**config.mk**
```make
export PLATFORM = sky130hd
export DESIGN_NAME = owrom_engine
export DESIGN_NICKNAME = d
export VERILOG_FILES = /design/src/rtl/owrom_pkg.sv /design/src/rtl/owrom_cmd_rx.sv /design/src/rtl/owrom_cond.sv /design/src/rtl/owrom_id.sv /design/src/rtl/owrom_engine.sv
export SDC_FILE = /design/constraint.sdc
export NUM_CORES = 1
export LEC_CHECK = 0
export BUFFER_PORTS_ARGS = -buffer_cell sky130_fd_sc_hd__buf_4
export CORE_ASPECT_RATIO = 2
export CORE_MARGIN = 8
export CORE_UTILIZATION = 55
export CTS_BUF_LIST = sky130_fd_sc_hd__clkbuf_4 sky130_fd_sc_hd__clkbuf_8 sky130_fd_sc_hd__clkbuf_16
export DETAILED_ROUTE_END_ITERATION = 7
export GPL_TIMING_DRIVEN = 0
export PLACE_DENSITY = 0.72
export SKIP_CTS_REPAIR_TIMING = 1
export SYNTH_ARGS = -nofsm -noshare
export SYNTH_HDL_FRONTEND = slang
export SYNTH_HIERARCHICAL = 1
export SYNTH_SLANG_ARGS = --single-unit
```
**constraint.sdc**
```tcl
create_clock -name clk -period 3.35 [get_ports clk]
set_clock_uncertainty 0.1 [all_clocks]
set_input_delay 0.5025 -clock clk [delete_from_list [all_inputs] [get_ports clk]]
set_output_delay 0.5025 -clock clk [all_outputs]
set_load 0.05 [all_outputs]
```
**src/rtl/owrom_pkg.sv**
```systemverilog
package owrom_pkg;

   typedef enum logic [2:0] {
      ST_CMD,
      ST_READ,
      ST_MATCH,
      ST_SBIT,
      ST_SCMP,
      ST_SDIR,
      ST_GRANT,
      ST_IDLE
   } rom_st_t;

   localparam logic [7:0] OP_READ   = 8'h33;
   localparam logic [7:0] OP_MATCH  = 8'h55;
   localparam logic [7:0] OP_SEARCH = 8'hF0;
   localparam logic [7:0] OP_SKIP   = 8'hCC;
   localparam logic [7:0] OP_COND   = 8'hEC;

   // CRC x^8+x^5+x^4+1, reflected form, over the low nbits of d, LSB first
   function automatic logic [7:0] crc8_lsb(input logic [63:0] d, input int nbits);
      logic [7:0] c;
      logic       fb;
      c = 8'h00;
      for (int i = 0; i < 64; i++) begin
         if (i < nbits) begin
            fb = c[0] ^ d[i];
            c  = {1'b0, c[7:1]};
            if (fb) c = c ^ 8'h8C;
         end
      end
      return c;
   endfunction

endpackage

```
**src/rtl/owrom_cmd_rx.sv**
```systemverilog
module owrom_cmd_rx #(
   parameter int CMD_W = 8
) (
   input  logic             clk,
   input  logic             rst_n,
   input  logic             clr,
   input  logic             en,
   input  logic             wr_stb,
   input  logic             wr_bit,
   output logic             cmd_valid,
   output logic [CMD_W-1:0] cmd_code
);
   localparam int CNT_W = (CMD_W > 1) ? $clog2(CMD_W) : 1;
   localparam logic [CNT_W-1:0] CNT_LAST = CNT_W'(CMD_W - 1);

   logic [CNT_W-1:0] cnt;
   logic [CMD_W-1:0] sr;
   logic [CMD_W-1:0] sr_nxt;

   assign sr_nxt = {wr_bit, sr[CMD_W-1:1]};

   always_ff @(posedge clk or negedge rst_n) begin
      if (!rst_n) begin
         cnt       <= '0;
         sr        <= '0;
         cmd_valid <= 1'b0;
         cmd_code  <= '0;
      end else if (clr) begin
         cnt       <= '0;
         cmd_valid <= 1'b0;
      end else begin
         cmd_valid <= 1'b0;
         if (en && wr_stb) begin
            sr <= sr_nxt;
            if (cnt == CNT_LAST) begin
               cnt       <= '0;
               cmd_valid <= 1'b1;
               cmd_code  <= sr_nxt;
            end else begin
               cnt <= cnt + 1'b1;
            end
         end
      end
   end
endmodule

```
**src/rtl/owrom_cond.sv**
```systemverilog
module owrom_cond #(
   parameter int SYNC_STAGES = 2
) (
   input  logic       clk,
   input  logic       rst_n,
   input  logic [1:0] cond_sel,
   input  logic       pio_level,
   input  logic       pio_on,
   input  logic       activity,
   output logic       cond_ok
);
   logic [2:0] raw;
   logic [2:0] cs;

   assign raw = {activity, pio_on, pio_level};

   generate
      if (SYNC_STAGES == 0) begin : g_direct
         assign cs = raw;
      end else begin : g_sync
         logic [2:0] pipe [SYNC_STAGES];
         always_ff @(posedge clk or negedge rst_n) begin
            if (!rst_n) begin
               for (int s = 0; s < SYNC_STAGES; s++) pipe[s] <= '0;
            end else begin
               pipe[0] <= raw;
               for (int s = 1; s < SYNC_STAGES; s++) pipe[s] <= pipe[s-1];
            end
         end
         assign cs = pipe[SYNC_STAGES-1];
      end
   endgenerate

   always_comb begin
      case (cond_sel)
         2'd0:    cond_ok = cs[0];
         2'd1:    cond_ok = cs[1];
         2'd2:    cond_ok = cs[2];
         default: cond_ok = 1'b0;
      endcase
   end
endmodule

```
**src/rtl/owrom_id.sv**
```systemverilog
module owrom_id #(
   parameter int          FAM_W     = 8,
   parameter int          SER_W     = 48,
   parameter int          CRC_W     = 8,
   parameter logic [7:0]  FAMILY    = 8'h12,
   parameter logic [47:0] SERIAL    = 48'h0,
   parameter bit          CRC_CALC  = 1'b1,
   parameter logic [7:0]  CRC_FIXED = 8'h00,
   parameter int          IDX_W     = 6
) (
   input  logic [IDX_W-1:0] idx,
   output logic             id_bit
);
   import owrom_pkg::*;
   localparam int ID_W  = FAM_W + SER_W + CRC_W;
   localparam int HEAD_W = FAM_W + SER_W;
   localparam logic [63:0] HEAD = 64'({SERIAL[SER_W-1:0], FAMILY[FAM_W-1:0]});

   logic [CRC_W-1:0] crc;
   logic [ID_W-1:0]  id_vec;

   generate
      if (CRC_CALC) begin : g_crc_calc
         localparam logic [7:0] CRC_V = crc8_lsb(HEAD, HEAD_W);
         assign crc = CRC_V[CRC_W-1:0];
      end else begin : g_crc_fixed
         assign crc = CRC_FIXED[CRC_W-1:0];
      end
   endgenerate

   assign id_vec = {crc, HEAD[HEAD_W-1:0]};
   assign id_bit = id_vec[idx];
endmodule

```
**src/rtl/owrom_engine.sv**
```systemverilog
module owrom_engine #(
   parameter int          FAM_W       = 8,
   parameter int          SER_W       = 48,
   parameter int          CRC_W       = 8,
   parameter int          CMD_W       = 8,
   parameter logic [7:0]  FAMILY      = 8'h12,
   parameter logic [47:0] SERIAL      = 48'h0000_5A3C_91E7,
   parameter bit          CRC_CALC    = 1'b1,
   parameter logic [7:0]  CRC_FIXED   = 8'h00,
   parameter int          SYNC_STAGES = 2
) (
   input  logic       clk,
   input  logic       rst_n,
   input  logic       bus_rst,
   input  logic       wr_stb,
   input  logic       wr_bit,
   input  logic       rd_stb,
   output logic       tx_bit,
   output logic       grant,
   input  logic       hidden,
   input  logic [1:0] cond_sel,
   input  logic       pio_level,
   input  logic       pio_on,
   input  logic       activity
);
   import owrom_pkg::*;

   localparam int ID_W  = FAM_W + SER_W + CRC_W;
   localparam int IDX_W = $clog2(ID_W);
   localparam logic [IDX_W-1:0] IDX_LAST = IDX_W'(ID_W - 1);

   generate
      if (CRC_W != 8)  begin : g_bad_crc  $error("CRC_W must be 8"); end
      if (CMD_W != 8)  begin : g_bad_cmd  $error("CMD_W must be 8"); end
      if (ID_W != 64)  begin : g_bad_id   $error("identity must be 64 bits"); end
      if (FAM_W < 1 || FAM_W > 8) begin : g_bad_fam $error("FAM_W out of range"); end
      if (SYNC_STAGES < 0) begin : g_bad_sync $error("SYNC_STAGES negative"); end
   endgenerate

   rom_st_t          st;
   rom_st_t          st_cmd_nxt;
   logic [IDX_W-1:0] idx;
   logic             mism;
   logic             id_bit;
   logic             cmd_valid;
   logic [CMD_W-1:0] cmd_code;
   logic             cond_ok;
   logic             last;
   logic             bad_now;

   owrom_cmd_rx #(.CMD_W(CMD_W)) u_cmd (
      .clk       (clk),
      .rst_n     (rst_n),
      .clr       (bus_rst),
      .en        (st == ST_CMD),
      .wr_stb    (wr_stb),
      .wr_bit    (wr_bit),
      .cmd_valid (cmd_valid),
      .cmd_code  (cmd_code)
   );

   owrom_cond #(.SYNC_STAGES(SYNC_STAGES)) u_cond (
      .clk       (clk),
      .rst_n     (rst_n),
      .cond_sel  (cond_sel),
      .pio_level (pio_level),
      .pio_on    (pio_on),
      .activity  (activity),
      .cond_ok   (cond_ok)
   );

   owrom_id #(
      .FAM_W(FAM_W), .SER_W(SER_W), .CRC_W(CRC_W), .FAMILY(FAMILY),
      .SERIAL(SERIAL), .CRC_CALC(CRC_CALC), .CRC_FIXED(CRC_FIXED), .IDX_W(IDX_W)
   ) u_id (
      .idx    (idx),
      .id_bit (id_bit)
   );

   assign last    = (idx == IDX_LAST);
   assign bad_now = (wr_bit != id_bit);

   always_comb begin
      case (cmd_code)
         OP_READ:   st_cmd_nxt = hidden ? ST_IDLE : ST_READ;
         OP_MATCH:  st_cmd_nxt = ST_MATCH;
         OP_SEARCH: st_cmd_nxt = hidden ? ST_IDLE : ST_SBIT;
         OP_SKIP:   st_cmd_nxt = hidden ? ST_IDLE : ST_GRANT;
         OP_COND:   st_cmd_nxt = cond_ok ? ST_SBIT : ST_IDLE;
         default:   st_cmd_nxt = ST_IDLE;
      endcase
   end

   always_ff @(posedge clk or negedge rst_n) begin
      if (!rst_n) begin
         st   <= ST_CMD;
         idx  <= '0;
         mism <= 1'b0;
      end else if (bus_rst) begin
         st   <= ST_CMD;
         idx  <= '0;
         mism <= 1'b0;
      end else begin
         case (st)
            ST_CMD: begin
               if (cmd_valid) begin
                  st   <= st_cmd_nxt;
                  idx  <= '0;
                  mism <= 1'b0;
               end
            end
            ST_READ: begin
               if (rd_stb) begin
                  if (last) st  <= ST_GRANT;
                  else      idx <= idx + 1'b1;
               end
            end
            ST_MATCH: begin
               if (wr_stb) begin
                  if (last) begin
                     st <= (mism || bad_now) ? ST_IDLE : ST_GRANT;
                  end else begin
                     mism <= mism | bad_now;
                     idx  <= idx + 1'b1;
                  end
               end
            end
            ST_SBIT: if (rd_stb) st <= ST_SCMP;
            ST_SCMP: if (rd_stb) st <= ST_SDIR;
            ST_SDIR: begin
               if (wr_stb) begin
                  if (bad_now)   st <= ST_IDLE;
                  else if (last) st <= ST_GRANT;
                  else begin
                     idx <= idx + 1'b1;
                     st  <= ST_SBIT;
                  end
               end
            end
            default: ;
         endcase
      end
   end

   always_comb begin
      case (st)
         ST_READ, ST_SBIT: tx_bit = id_bit;
         ST_SCMP:          tx_bit = ~id_bit;
         default:          tx_bit = 1'b1;
      endcase
   end

   assign grant = (st == ST_GRANT);
endmodule

```
* Word level (Yosys, flattened, before mapping)
Memory sizes are Yosys's and may differ from the RTL's. Cells that the tools add are included.
Cells by class: add/sub/neg operators 2, magnitude comparators 1, eq/ne operators 26, mux-type cells 40, bitwise gates (word level) 3, reductions and logical operators 14
Operators with widths (number):
- $mux 3 | 17
- $mux 6 | 7
- $ne 3x3->1 const B | 10
- $eq 8x8->1 const B | 3
- $pmux 6 s4 | 1
- $pmux 3 s6 | 1
- $pmux 3 s5 | 1
- $eq 3x3->1 const B | 4
- $mux 1 | 10
- $reduce_and 9->1 | 1
- $eq 8x6->1 const B | 1
- $eq 8x7->1 const B | 1
- $lt 6x7->1 const B | 1
- $reduce_bool 7->1 | 1
- $add 6x1->6 const B | 1
- $eq 3x2->1 const B | 2
- $eq 6x6->1 const B | 1
- $reduce_and 6->1 | 1
- $reduce_bool 5->1 | 1
- $pmux 1 s2 | 2
- $reduce_and 4->1 | 1
- $add 3x1->3 const B | 1
- $eq 3x1->1 const B | 1
- $logic_not 3->1 | 1
- 14 further kinds | 15
Storage, ports and cells: register bits after elaboration 36, ROM bits 64, input bits 12, output and inout port bits 2, word-level logic and storage cells 96, memories 1
Memories:
- (name not given) | words 64, bits a word 1, read ports 1, clocked after Yosys merged registers in 0, wr ports 0, RTL line owrom_id.sv:32 | assign id_bit = id_vec[idx];

* Longest topological paths before layout
depth after elaboration 9, gate-level depth with buffers 12, depth with buffers taken out 11

* Modules after synthesis
The synthesis kept the hierarchy.
Modules (own cells, without submodules):
- owrom_engine | times used 1, cells each 100, area each 849.6 µm², sequential area each 250.2 µm²
- owrom_cmd_rx | times used 1, cells each 50, area each 789.5 µm², sequential area each 475.5 µm²
- owrom_cond | times used 1, cells each 9, area each 172.7 µm², sequential area each 150.1 µm²
- owrom_id | times used 1, cells each 23, area each 168.9 µm², sequential area each 0.0 µm²

* Worst setup path before layout
No wires, ideal clock.
path type register to output, from reg idx[1], to out tx_bit, arrival time 2.221 ns, data required time 2.747 ns, slack 0.526 ns, stages on the path, launching flop included 8, path buffers 0, cell sequence dfrtp_1 > inv_1 > ha_1 > nand2b_1 > a211oi_1 > a311oi_1 > a22oi_1 > mux2i_1
Between the ends: word-level cells in the longest chain between the ends 4
RTL lines:
- from (decl) | RTL line owrom_engine.sv:42 | logic [IDX_W-1:0] idx;
- from (signal assigned) | RTL line owrom_engine.sv:115 | else idx <= idx + 1'b1;
- from (signal assigned) | RTL line owrom_engine.sv:124 | idx <= idx + 1'b1;
- from (signal assigned) | RTL line owrom_engine.sv:135 | idx <= idx + 1'b1;
- $mem_v2 64x1 (*)
- $mux 1 (not written as such) (*) | RTL line owrom_id.sv:32
- net id_bit | RTL line owrom_engine.sv:44 | logic id_bit;
- $not 1->1 | RTL line owrom_engine.sv:148 | ST_SCMP: tx_bit = ~id_bit;
- $pmux 1 s2 (*) | RTL line owrom_engine.sv:146 | case (st)
- to (decl) | RTL line owrom_engine.sv:18 | output logic tx_bit,
The timed path passes the listed nets; every way through them passes the cells marked *. The select of a mux whose other input is x is not followed.

* Worst setup path after layout
from reg idx[1], to reg idx[4]
Between the ends: elaborated cells between the ends (all ways) 14, classes of those cells add/sub: 1; eq/ne: 3; mux: 8; reduce/logical: 1; memory: 1
RTL lines:
- $mem_v2 64x1
- $mux 1 (not written as such) | RTL line owrom_id.sv:32
- net id_bit | RTL line owrom_engine.sv:44
- $ne 1x1->1 | RTL line owrom_engine.sv:81 | assign bad_now = (wr_bit != id_bit);
- $ne 3x3->1 (no source line)
- $reduce_and 6->1 (no source line)
The timed path passes the listed nets, and every way through them passes these cells. The select of a mux whose other input is x is not followed. A chain may end at the register's enable or synchronous reset.

==> flow_metrics.py <==
metrics = {
    "synthesis": {
        "ys_types": 46,
        "ys_warn_count": 6,
        "ys_seq_elements": 35,
        "synthArstFlopShare_pct": 100,
        "synth_nets": 201,
        "netlist_area_sq_um": 1980,
        "synthFlopType": "dfrtp_1",
        "seq_area_frac_synth_pct": 44.2,
        "syn_inst": 182,
        "syn_avg_cell_area_sq_um": 10.9,
        "synth_edf_count": 0,
    },
    "worst_setup_path": {
        "cp_data_arrival_time_ns": 3.13,
        "critPathLaunchType": "flop",
        "r2r_end": "idx[4]",
        "crit_type": "flop to flop",
        "r2r_cells": 12,
        "worst_ep_required_time_ns": 3.41,
        "crit_path_max_fanout": 10,
        "regToRegStartpoint": "idx[1]",
        "cp-end-kind": "flop",
        "r2r_slack_ns": 0.28,
    },
    "clocking": {
        "cts_tree": "done",
        "clockRootBuffer": "clkbuf_8",
        "clockBufferDepth": 2,
        "cts_made_buffers": 5,
        "clkLatencyLatePin_ns": 0.28,
        "path_clk_slew_ns": 0.07,
        "cts-htree-levels": 2,
        "cts_sinks": 35,
    },
    "pwr": {
        "combPwrFrac_pct": 39.9,
        "switching_share_pct": 36.2,
        "power_frac_seq_pct": 39.0,
        "power.density_nw_per_um2": 635,
        "clockPowerShare_pct": 21.1,
        "total_power_mw": 1.41,
        "worst_ir_drop_vdd_mv": 0.680,
        "p_leak_nw": 0.973,
        "p_switching_mw": 0.513,
        "p_int_mw": 0.902,
    },
    "timing": {
        "tns_ns": 0,
        "slew_headroom_pct": 70.7,
        "holdWs_ns": 0.0599,
        "rsz0062_at_grt": "no",
        "fin_crit_sh_pct": 91.7,
        "worst_pin_slew_ns": 0.440,
        "fmax_mhz": 326,
        "setup_viol_count_final": 0,
        "finalHoldViolCount": 0,
        "finalCriticalPeriod_ns": 3.07,
        "drv_slew": 0,
    },
    "grt": {
        "grt_max_degree": 36,
        "antenna_found_initial": 0,
        "grt_pass1_wl_mm": 6.70,
        "track_usage_pct": 14.2,
        "grt_pass1_vias": 1524,
        "overflow": 0,
    },
    "place": {
        "routabilityCongestion": 0.872,
        "io_buffers": 13,
        "dp_hpwl_mm": 2.69,
        "place_inst": 244,
    },
    "routing": {
        "routed_wl_mm": 3.67,
        "viasPerCell": 5.69,
        "dr.pass1.iters": 4,
        "num_vias": 1434,
        "wl_per_cell_um": 14.5,
        "detail-route-antenna-nets": 0,
        "drc_errors": 0,
        "drt_iter0_drc": 54,
    },
    "layout": {
        "drive_above_1_share_pct": 27.1,
        "regArea_sq_um": 876,
        "synthToLayoutAreaGrowth_pct": 12.5,
        "multiInputGateArea_sq_um": 1010,
        "instances_no_fill": 252,
        "insertedDiodeCount": 0,
        "fin_nets": 221,
        "fillers": 301,
    },
    "die": {
        "fp.dieW_um": 58.4,
        "fp.dieH_um": 101,
        "start_util_pct": 56.1,
        "core_sq_um": 3530,
        "fp-row-count": 31,
        "die_area_sq_um": 5890,
        "ios": 14,
    },
    "outcome": {
        "status": "finished, final reports clean",
    },
    "min_path": {
        "hold_path.class": "input pin to async pin",
    },
    "run": {
        "cap_viol_max_count": 0,
    },
}
[cell usage in the layout (no fill, tap or decap), types with 4 or more instances in the layout]
master,Yosys,layout
o31ai_1,4,4
nand2b_1,4,4
nor2_1,9,9
ha_1,7,7
buf_4,3,16
nor3_1,4,4
mux2_2,16,16
a211oi_1,4,4
nand3_1,5,5
inv_1,9,9
nand2_1,6,6
clkbuf_8,0,5
a21oi_1,16,16
dfrtp_1,35,35
mux2i_1,5,5
o21ai_0,8,8
[flip-flops by register name (all words and copies together), names as in the netlist, 3 cells and up]
| name | count |
|---|---|
| u_cond/g_sync.pipe | 3 |
| st | 3 |
| idx | 6 |
| u_cmd/cmd_code | 8 |
| u_cmd/cnt | 3 |
| u_cmd/sr | 7 |
| u_cond/cs | 3 |
[stage by stage]
step	util [%]	setup slack [ns]	instance area, sq um
floorplan	-	0.526	1980
global placement	60.6	0.353	2140
detailed placement	60.6	0.303	2140
CTS	63.1	0.270	2230
global route	63.1	0.0464	2230
finish	63.1	0.280	2230
[cells in the mapped netlist (3+ instances only)]
| master | instances | area share, % |
|---|---|---|
| a211oi_1 | 4 | 1.5 |
| a21bo_2 | 3 | 1.5 |
| a21oi_1 | 16 | 4.0 |
| buf_2 | 3 | 0.76 |
| buf_4 | 3 | 1.1 |
| dfrtp_1 | 35 | 44 |
| ha_1 | 7 | 4.4 |
| inv_1 | 9 | 1.7 |
| mux2_2 | 16 | 9.1 |
| mux2i_1 | 5 | 2.5 |
| nand2_1 | 6 | 1.1 |
| nand2b_1 | 4 | 1.3 |
| nand3_1 | 5 | 1.3 |
| nand4bb_1 | 3 | 1.7 |
| nor2_1 | 9 | 1.7 |
| nor3_1 | 4 | 1.0 |
| nor3b_1 | 3 | 1.1 |
| o21ai_0 | 8 | 2.0 |
| o31ai_1 | 4 | 1.5 |
| xnor2_1 | 3 | 1.3 |
[logic make-up after synthesis]
family                     after synthesis  share of synthesized area [%]
AOI/OAI and AO/OA                       50                           17.2
and+or+nand+nor                         49                           16.4
DFF                                     35                           44.2
muxes                                   21                           11.6
buffers and inverters                   17                           4.74
adders and majority gates                7                           4.42
xor gates and xnor gates                 3                           1.33
[area by class of cell]
| cell class | count | share of cell area, % |
|---|---|---|
| timing repair buffer | 13 | 4.38 |
| multi-input combinational | 130 | 45.4 |
| sequential | 35 | 39.3 |
| tap | 49 | 2.75 |
| clock buffer | 6 | 3.43 |
| inverter | 9 | 1.52 |
| clock inverter | 2 | 0.561 |
| buffer | 8 | 2.70 |
[worst max path at each step]
stage | from | to | slack [ns] | cells past startpoint
6_report | idx[1] | idx[4] | 0.28 | 12
5_1_grt | idx[1] | idx[4] | 0.05 | 12
4_1_cts | idx[1] | idx[4] | 0.27 | 12
3_5_place_dp | idx[1] | idx[4] | 0.30 | 12
3_3_place_gp | idx[0] | idx[4] | 0.35 | 11
2_1_floorplan | idx[1] | tx_bit | 0.53 | 7
[worst max-delay path, stage by stage, from the launching register on]
cell and delay, ns:
dfrtp_1 0.48, inv_1 0.16, ha_1 0.19, nand2_1 0.07, a211oi_1 0.24, a311oi_1 0.08
a22oi_1 0.40, xnor2_1 0.20, and3_1 0.24, o41a_1 0.38, buf_6 0.15, a41oi_1 0.21
a21oi_1 0.06
[per-layer routing]
metal / GRT usage [%] / vias to the layer above / share of wire [%]
li1: - / 712 / -
met1: 16.7 / 693 / 45
met2: 23.7 / 25 / 50
met3: 3.71 / 4 / 4.2
met4: 5.13 / 0 / 1.1
met5: 0 / - / 0
[power groups by stage]
stage / registers (mW) / clock network [mW] / logic [mW]
2_1_floorplan: 0.540 / 0 / 0.455
3_3_place_gp: 0.556 / 0 / 0.553
3_5_place_dp: 0.559 / 0 / 0.561
4_1_cts: 0.552 / 0.308 / 0.564
5_1_grt: 0.561 / 0.325 / 0.627
6_report: 0.552 / 0.298 / 0.564
Power figures use the tool's default switching activity.
